$ cat src/rtl/idx_bitop_pkg.sv
package idx_bitop_pkg;
  typedef enum logic [2:0] {
    CLS_SHIFT, CLS_TEST, CLS_CLEAR, CLS_SETB, CLS_NONE
  } op_class_e;

  typedef enum logic [2:0] {
    ST_IDLE, ST_DISP, ST_OPND, ST_OPC, ST_EXEC, ST_WR
  } step_e;

  localparam int FL_S = 7;
  localparam int FL_Z = 6;
  localparam int FL_H = 4;
  localparam int FL_P = 2;
  localparam int FL_N = 1;
  localparam int FL_C = 0;
endpackage

$ cat src/rtl/idx_bitop_decode.sv
module idx_bitop_decode
  import idx_bitop_pkg::*;
#(
  parameter int CYC_MIN = 15,
  parameter int CYC_TST = 20,
  parameter int CYC_RMW = 23,
  parameter int CYC_W   = 5
) (
  input  logic [7:0]       opcode,
  output op_class_e        cls,
  output logic [2:0]       sel,
  output logic             wr_en,
  output logic [CYC_W-1:0] cost
);
  logic mem_form;

  assign mem_form = (opcode[2:0] == 3'b110);
  assign sel      = opcode[5:3];

  always_comb begin
    unique case (opcode[7:6])
      2'b00:   cls = mem_form ? CLS_SHIFT : CLS_NONE;
      2'b01:   cls = CLS_TEST;
      2'b10:   cls = mem_form ? CLS_CLEAR : CLS_NONE;
      default: cls = mem_form ? CLS_SETB  : CLS_NONE;
    endcase
  end

  always_comb begin
    wr_en = 1'b0;
    cost  = CYC_W'(CYC_MIN);
    case (cls)
      CLS_SHIFT, CLS_CLEAR, CLS_SETB: begin
        wr_en = 1'b1;
        cost  = CYC_W'(CYC_RMW);
      end
      CLS_TEST: cost = CYC_W'(CYC_TST);
      default: ;
    endcase
  end

  always_comb begin
    AST_WR_COSTS_RMW: assert (!wr_en || cost == CYC_W'(CYC_RMW));
  end
endmodule

$ cat src/rtl/idx_bitop_alu.sv
module idx_bitop_alu
  import idx_bitop_pkg::*;
(
  input  op_class_e  cls,
  input  logic [2:0] sel,
  input  logic [7:0] operand,
  input  logic [7:0] flags_in,
  output logic [7:0] result,
  output logic [7:0] flags_out
);
  logic [7:0] mask;
  logic [7:0] shifted;
  logic       cout;

  assign mask = 8'b1 << sel;

  always_comb begin
    unique case (sel)
      3'd0: begin shifted = {operand[6:0], operand[7]};       cout = operand[7]; end
      3'd1: begin shifted = {operand[0], operand[7:1]};       cout = operand[0]; end
      3'd2: begin shifted = {operand[6:0], flags_in[FL_C]};   cout = operand[7]; end
      3'd3: begin shifted = {flags_in[FL_C], operand[7:1]};   cout = operand[0]; end
      3'd4: begin shifted = {operand[6:0], 1'b0};             cout = operand[7]; end
      3'd5: begin shifted = {operand[7], operand[7:1]};       cout = operand[0]; end
      3'd6: begin shifted = {operand[6:0], 1'b1};             cout = operand[7]; end
      default: begin shifted = {1'b0, operand[7:1]};          cout = operand[0]; end
    endcase
  end

  always_comb begin
    result    = operand;
    flags_out = flags_in;
    case (cls)
      CLS_SHIFT: begin
        result          = shifted;
        flags_out[FL_S] = shifted[7];
        flags_out[FL_Z] = (shifted == 8'h00);
        flags_out[FL_H] = 1'b0;
        flags_out[FL_P] = ~^shifted;
        flags_out[FL_N] = 1'b0;
        flags_out[FL_C] = cout;
      end
      CLS_TEST: begin
        flags_out[FL_Z] = ((operand & mask) == 8'h00);
        flags_out[FL_H] = 1'b1;
        flags_out[FL_N] = 1'b0;
      end
      CLS_CLEAR: result = operand & ~mask;
      CLS_SETB:  result = operand | mask;
      default: ;
    endcase
  end
endmodule

$ cat src/rtl/idx_bitop_exec.sv
module idx_bitop_exec
  import idx_bitop_pkg::*;
#(
  parameter int ADDR_W  = 16,
  parameter int CYC_MIN = 15,
  parameter int CYC_TST = 20,
  parameter int CYC_RMW = 23,
  localparam int CYC_W  = $clog2(CYC_RMW + 1)
) (
  input  logic              clk,
  input  logic              rst_n,
  input  logic              go,
  input  logic              use_iy,
  input  logic [ADDR_W-1:0] ix_val,
  input  logic [ADDR_W-1:0] iy_val,
  input  logic [ADDR_W-1:0] pc_in,
  input  logic [7:0]        flags_in,
  output logic              rd_valid,
  input  logic              rd_ready,
  output logic [ADDR_W-1:0] rd_addr,
  input  logic [7:0]        rd_data,
  output logic              wr_valid,
  input  logic              wr_ready,
  output logic [ADDR_W-1:0] wr_addr,
  output logic [7:0]        wr_data,
  output logic              fin,
  output logic [ADDR_W-1:0] pc_out,
  output logic [7:0]        flags_out,
  output logic [CYC_W-1:0]  cycles
);
  localparam int EXT_W = ADDR_W - 8;

  step_e             step;
  logic [ADDR_W-1:0] pc_r, base_r, ea_r;
  logic [7:0]        opnd_r, opc_r, flg_r, res_r;
  logic [CYC_W-1:0]  cyc_r;
  logic              fin_r;

  op_class_e         dec_cls;
  logic [2:0]        dec_sel;
  logic              dec_wr;
  logic [CYC_W-1:0]  dec_cost;
  logic [7:0]        alu_res, alu_flags;
  logic [ADDR_W-1:0] disp_ext;

  idx_bitop_decode #(
    .CYC_MIN(CYC_MIN), .CYC_TST(CYC_TST), .CYC_RMW(CYC_RMW), .CYC_W(CYC_W)
  ) u_decode (
    .opcode(opc_r), .cls(dec_cls), .sel(dec_sel), .wr_en(dec_wr), .cost(dec_cost)
  );

  idx_bitop_alu u_alu (
    .cls(dec_cls), .sel(dec_sel), .operand(opnd_r), .flags_in(flg_r),
    .result(alu_res), .flags_out(alu_flags)
  );

  assign disp_ext = {{EXT_W{rd_data[7]}}, rd_data};

  assign rd_valid  = (step == ST_DISP) || (step == ST_OPND) || (step == ST_OPC);
  assign rd_addr   = (step == ST_OPND) ? ea_r : pc_r;
  assign wr_valid  = (step == ST_WR);
  assign wr_addr   = ea_r;
  assign wr_data   = res_r;
  assign fin       = fin_r;
  assign pc_out    = pc_r;
  assign flags_out = flg_r;
  assign cycles    = cyc_r;

  always_ff @(posedge clk) begin
    if (!rst_n) begin
      step   <= ST_IDLE;
      pc_r   <= '0;
      base_r <= '0;
      ea_r   <= '0;
      opnd_r <= '0;
      opc_r  <= '0;
      flg_r  <= '0;
      res_r  <= '0;
      cyc_r  <= '0;
      fin_r  <= 1'b0;
    end else begin
      fin_r <= 1'b0;
      unique case (step)
        ST_IDLE: if (go) begin
          pc_r   <= pc_in;
          base_r <= use_iy ? iy_val : ix_val;
          flg_r  <= flags_in;
          step   <= ST_DISP;
        end
        ST_DISP: if (rd_ready) begin
          ea_r <= base_r + disp_ext;
          pc_r <= pc_r + 1'b1;
          step <= ST_OPND;
        end
        ST_OPND: if (rd_ready) begin
          opnd_r <= rd_data;
          step   <= ST_OPC;
        end
        ST_OPC: if (rd_ready) begin
          opc_r <= rd_data;
          pc_r  <= pc_r + 1'b1;
          step  <= ST_EXEC;
        end
        ST_EXEC: begin
          res_r <= alu_res;
          flg_r <= alu_flags;
          cyc_r <= dec_cost;
          if (dec_wr) begin
            step <= ST_WR;
          end else begin
            fin_r <= 1'b1;
            step  <= ST_IDLE;
          end
        end
        default: if (wr_ready) begin
          fin_r <= 1'b1;
          step  <= ST_IDLE;
        end
      endcase
    end
  end

  AST_RD_HOLD: assert property (@(posedge clk) disable iff (!rst_n)
    rd_valid && !rd_ready |=> rd_valid && $stable(rd_addr));
  AST_WR_HOLD: assert property (@(posedge clk) disable iff (!rst_n)
    wr_valid && !wr_ready |=> wr_valid && $stable(wr_addr) && $stable(wr_data));
  AST_FIN_PULSE: assert property (@(posedge clk) disable iff (!rst_n)
    fin |=> !fin);
  AST_FIN_AFTER_WR: assert property (@(posedge clk) disable iff (!rst_n)
    $fell(wr_valid) |-> fin);
endmodule

$ cat config.mk
export PLATFORM = sky130hd
export DESIGN_NAME = idx_bitop_exec
export DESIGN_NICKNAME = d
export VERILOG_FILES = /design/src/rtl/idx_bitop_pkg.sv /design/src/rtl/idx_bitop_decode.sv /design/src/rtl/idx_bitop_alu.sv /design/src/rtl/idx_bitop_exec.sv
export SDC_FILE = /design/constraint.sdc
export NUM_CORES = 1
export LEC_CHECK = 0
export ABC_AREA = 1
export BUFFER_PORTS_ARGS = -buffer_cell sky130_fd_sc_hd__buf_2
export CORE_MARGIN = 4
export CORE_UTILIZATION = 58
export DETAILED_ROUTE_END_ITERATION = 10
export MAX_ROUTING_LAYER = met4
export PLACE_DENSITY = 0.86
export SYNTH_ARGS = -nofsm -noshare
export SYNTH_HDL_FRONTEND = slang
export SYNTH_SLANG_ARGS = --single-unit
$ cat constraint.sdc
create_clock -name clk -period 4.2 [get_ports clk]
set_clock_uncertainty 0.2 [all_clocks]
set_input_delay 0.63 -clock clk [delete_from_list [all_inputs] [get_ports clk]]
set_output_delay 0.63 -clock clk [all_outputs]
set_load 0.05 [all_outputs]
==> results <==
- The internal power component is 0.00194 W.
- Setup violations remaining at the end of the flow were counted as 0.
- The number of instances in the synthesized netlist is 859.
- In this run, flip-flops and latches consume 30.3% of the power.
- The Yosys step of the flow raised 0 warnings.
- Dividing the final minimum period by the clock period gives 69.6%.
- The post-synthesis instance area is 0.00553 sq mm.
- The post-cts gate resize count is 0.
- The library cell with the largest summed area after synthesis is sky130_fd_sc_hd__dfxtp_1.
- In this run the critical register-to-register path is launched from opc_r[3].
- The normalized max-slew margin is 27.1%.
- The global routing usage summed across all routing layers is 28.2%.
- Counting flops and latches in the post-synthesis netlist gives 88.
- The number of antenna violations at the first check in global routing came to 0.
- By count the netlist is led by sky130_fd_sc_hd__nand2_1 (196), sky130_fd_sc_hd__inv_1 (106), sky130_fd_sc_hd__o21ai_0 (98).
- The library cell with the highest instance count after synthesis is sky130_fd_sc_hd__nand2_1.
- The power share of the clock group is 13.3%.
- Entering global routing, the biggest net connects 60 pins.
- The clock tree buffer depth is 2.
- The initial cell density of the core is 59.8%.
- The total number of clock tree sinks is 88.
- Counting the buffers created by CTS gives 9.
- The total power divided by cell area is 679 mW/mm^2.
- The worst setup path category is reg -> out.
- The tightest min-delay check is of the reg -> reg type.
- The CTS tree is yes.
- The synthesized netlist contains 40 unique library cells.
- The via count of the first global-routing pass is 5182.
- The count of buffers added by post-CTS timing repair for setup is 0.
- The number of nets still failing antenna checks after routing is 0.
- The floorplan has 35 rows.
- Following the worst setup path forward leads to its endpoint at rd_addr[14].
- In this run the vertical extent of the chip is 106 um.
- The die is 106 um wide.
- From synthesis to final layout, the design area changed by 16.4%.
- The clock input transition at the sequential cells of the worst setup and hold paths is 0.09 ns.
- The first detailed-routing pass took 5 iterations.
- Counting every net in the synthesized netlist gives 950.
- For this design, the CTS-stage hold fixing added 0 buffers.
- The total overflow left after global routing is 0.
- In this run the static leakage power is 3.20 nW.
- The finished cells cover 0.00643 sq mm.
- The most critical setup path has its startpoint at step[2].
- The proportion of register bits with asynchronous set or reset after synthesis is 0%.
- STA classifies the critical path endpoint as an output pin.
- Fill cells in the final layout number 858.
- The final net count is 1070.
- The worst register-to-register path ends at flags_out[2].
- The final weighted congestion of routability-driven global placement is 1.02.
- After the first detailed-routing iteration, the DRC count stood at 460.
- The critical path data required time is 3.37 ns.
- After detailed routing, the number of remaining DRC violations is 0.
- The final total negative setup slack is 0 ns.
- After synthesis, the cell types taking the most area are sky130_fd_sc_hd__dfxtp_1 (32%), sky130_fd_sc_hd__nand2_1 (13%), sky130_fd_sc_hd__o21ai_0 (8.9%), sky130_fd_sc_hd__a21oi_1 (8.7%), sky130_fd_sc_hd__inv_1 (7.2%).
- Setup repair after global routing left no endpoint under its margin.
- The flow ran to the end, and the final reports show no timing, DRC or antenna violations.
- The repair_antennas step left the layout with diodes totalling 0.
- The final-report max-slew violation count is 0.
- The cell count of the worst hold path is 2.
- The root cell of the clock tree is sky130_fd_sc_hd__clkbuf_8.
- The post-place instance area is 0.00624 sq mm.
- At the pin with the least slew margin, the transition time is 1.09 ns.
- The sum of net half-perimeters after detailed placement is 11.6 mm.
- The combinational share of power is 56.4%.
- The mean cell area of the mapped netlist is 6.44 sq um.
- Hold timing on the final database bottoms out at a slack of 0.268 ns.
- The synthesized design contains 0 enable-type register cells.
- The total area inside the core boundary comes to 0.00924 sq mm.
- The final number of hold-violating endpoints is 0.
- The H-tree depth is 3.
- The final routed wirelength across all metal layers is 15.4 mm.
- The worst setup path is launched from a register.
- Cells with a size suffix above 1 make up 18.0% of the layout.
- The average wire length per cell after detail routing is 13.8 um.
- The tool flagged a number of max-cap violations equal to 0.
- Sequential cells were found to cover 31.9% of the synthesized design area.
- 142 I/O pins were placed.
- The die outline area is 0.0112 sq mm.
- STA puts the critical path data arrival time at 2.09 ns.
- The logic depth of the worst register-to-register path is 10.
- Measured on the finished design, the core utilization comes to 69.6%.
- The smallest clock period supported by the final layout is computed as 2.92 ns.
- The global-route wire length before repair is 25.0 mm.
- The average vias per placed instance is 5.32.
- During placement, the flow inserted port buffers numbering 141.
- The clock latency of the later-clocked register in the worst-skew pair is 0.38 ns.
- Summed over its instances, the top area cell type makes up 31.9% of the synthesized netlist area.
- The switching power share of the total is 55.5%.
- Summed over all nets, the switching power comes to 0.00242 W.
- The highest achievable clock rate is 342 MHz.
- For flop-to-flop paths, the worst setup slack is 1.50 ns.
- Of all nets on the critical path, the largest fanout is 25.
- The maximum resistive drop on vdd is 0.329 mV.
- The leading register cell type out of synthesis is sky130_fd_sc_hd__dfxtp_1.
- The total via count after detailed routing is 5919.
==> power groups by stage <==
stage / combinational, W / clock [W] / sequential [W]
2_1_floorplan: 0.00150 / 0 / 0.00173
3_3_place_gp: 0.00242 / 0 / 0.00133
3_5_place_dp: 0.00245 / 0 / 0.00133
4_1_cts: 0.00246 / 0.000586 / 0.00131
5_1_grt: 0.00270 / 0.000621 / 0.00135
6_report: 0.00246 / 0.000581 / 0.00132
==> routing by layer <==
layer | track usage [%] | share of wire, % | up-vias
met5 | - | 0 | -
met4 | 9.07 | 2.6 | 0
li1 | - | - | 3057
met1 | 37.0 | 44 | 2612
met3 | 4.29 | 6.8 | 40
met2 | 44.8 | 46 | 210
==> metrics by stage <==
| stage | setup slack, ns | instances | total power (W) |
|---|---|---|---|
| floorplan | 1.43 | 859 | 0.00323 |
| global placement | 1.57 | 1097 | 0.00375 |
| detailed placement | 1.54 | 1097 | 0.00378 |
| CTS | 1.30 | 1113 | 0.00435 |
| global route | 1.08 | 1113 | 0.00467 |
| finish | 1.28 | 1113 | 0.00437 |
==> cell type report <==
cell class              count  area, sq um  share of cell area [%]
clock buffers               9          124                    1.93
clock inverters             7         65.1                    1.01
inverters                 113          427                    6.63
multi-input cells         625         3180                    49.5
flip-flops and latches     88         1760                    27.4
well taps                 129          161                    2.51
repair buffers            142          713                    11.1
==> critical path, stage by stage (launching register included) <==
cell,delay (ns)
sky130_fd_sc_hd__dfxtp_1,0.44
sky130_fd_sc_hd__nor2_1,0.10
sky130_fd_sc_hd__nand2_1,0.52
sky130_fd_sc_hd__inv_2,0.19
sky130_fd_sc_hd__o21ai_0,0.19
sky130_fd_sc_hd__buf_2,0.28
==> worst min-delay path by stage <==
stage	endpoint	from	slack [ns]
final	flags_out[4]	flags_out[4]	0.27
after global routing	flags_out[4]	flags_out[4]	0.30
after CTS	opc_r[0]	opc_r[0]	0.27
after detailed placement	opc_r[0]	opc_r[0]	0.25
after global placement	opc_r[0]	opc_r[0]	0.24
after floorplan	opc_r[0]	opc_r[0]	0.23
==> sequential cells by signal, summed over array words and instances, names as in the netlist <==
name,cells
step,3
pc_out,16
wr_addr,16
fin,1
opc_r,8
base_r,16
opnd_r,8
cycles,4
wr_data,8
flags_out,8
==> cell usage in the layout, fill, tap and decap left out, drive strengths merged <==
master,n
nand2,200
buf,142
inv,114
o21ai,99
a21oi,96
nor2,89
dfxtp,88
nand3,52
ha,20
mux2i,16
nor3,11
nand4,10
clkbuf,9
a31oi,6
xnor2,6
xor2,5
clkinv,5
o211ai,3
a211oi,3
nand2b,2
o21a,1
a22oi,1
o2111ai,1
o21bai,1
o22ai,1
o221ai,1
fa,1
clkinvlp,1
==> cell families after synthesis <==
kind of cell	count (synthesis)	share of synthesized area, %
compound gates	213	20.3
xor+xnor	11	1.74
fa+ha+maj	21	4.89
buf+inv	146	10.6
flops	88	31.9
mux	16	2.90
simple gates	364	27.7
No activity file was read; power rests on OpenSTA's default activity.
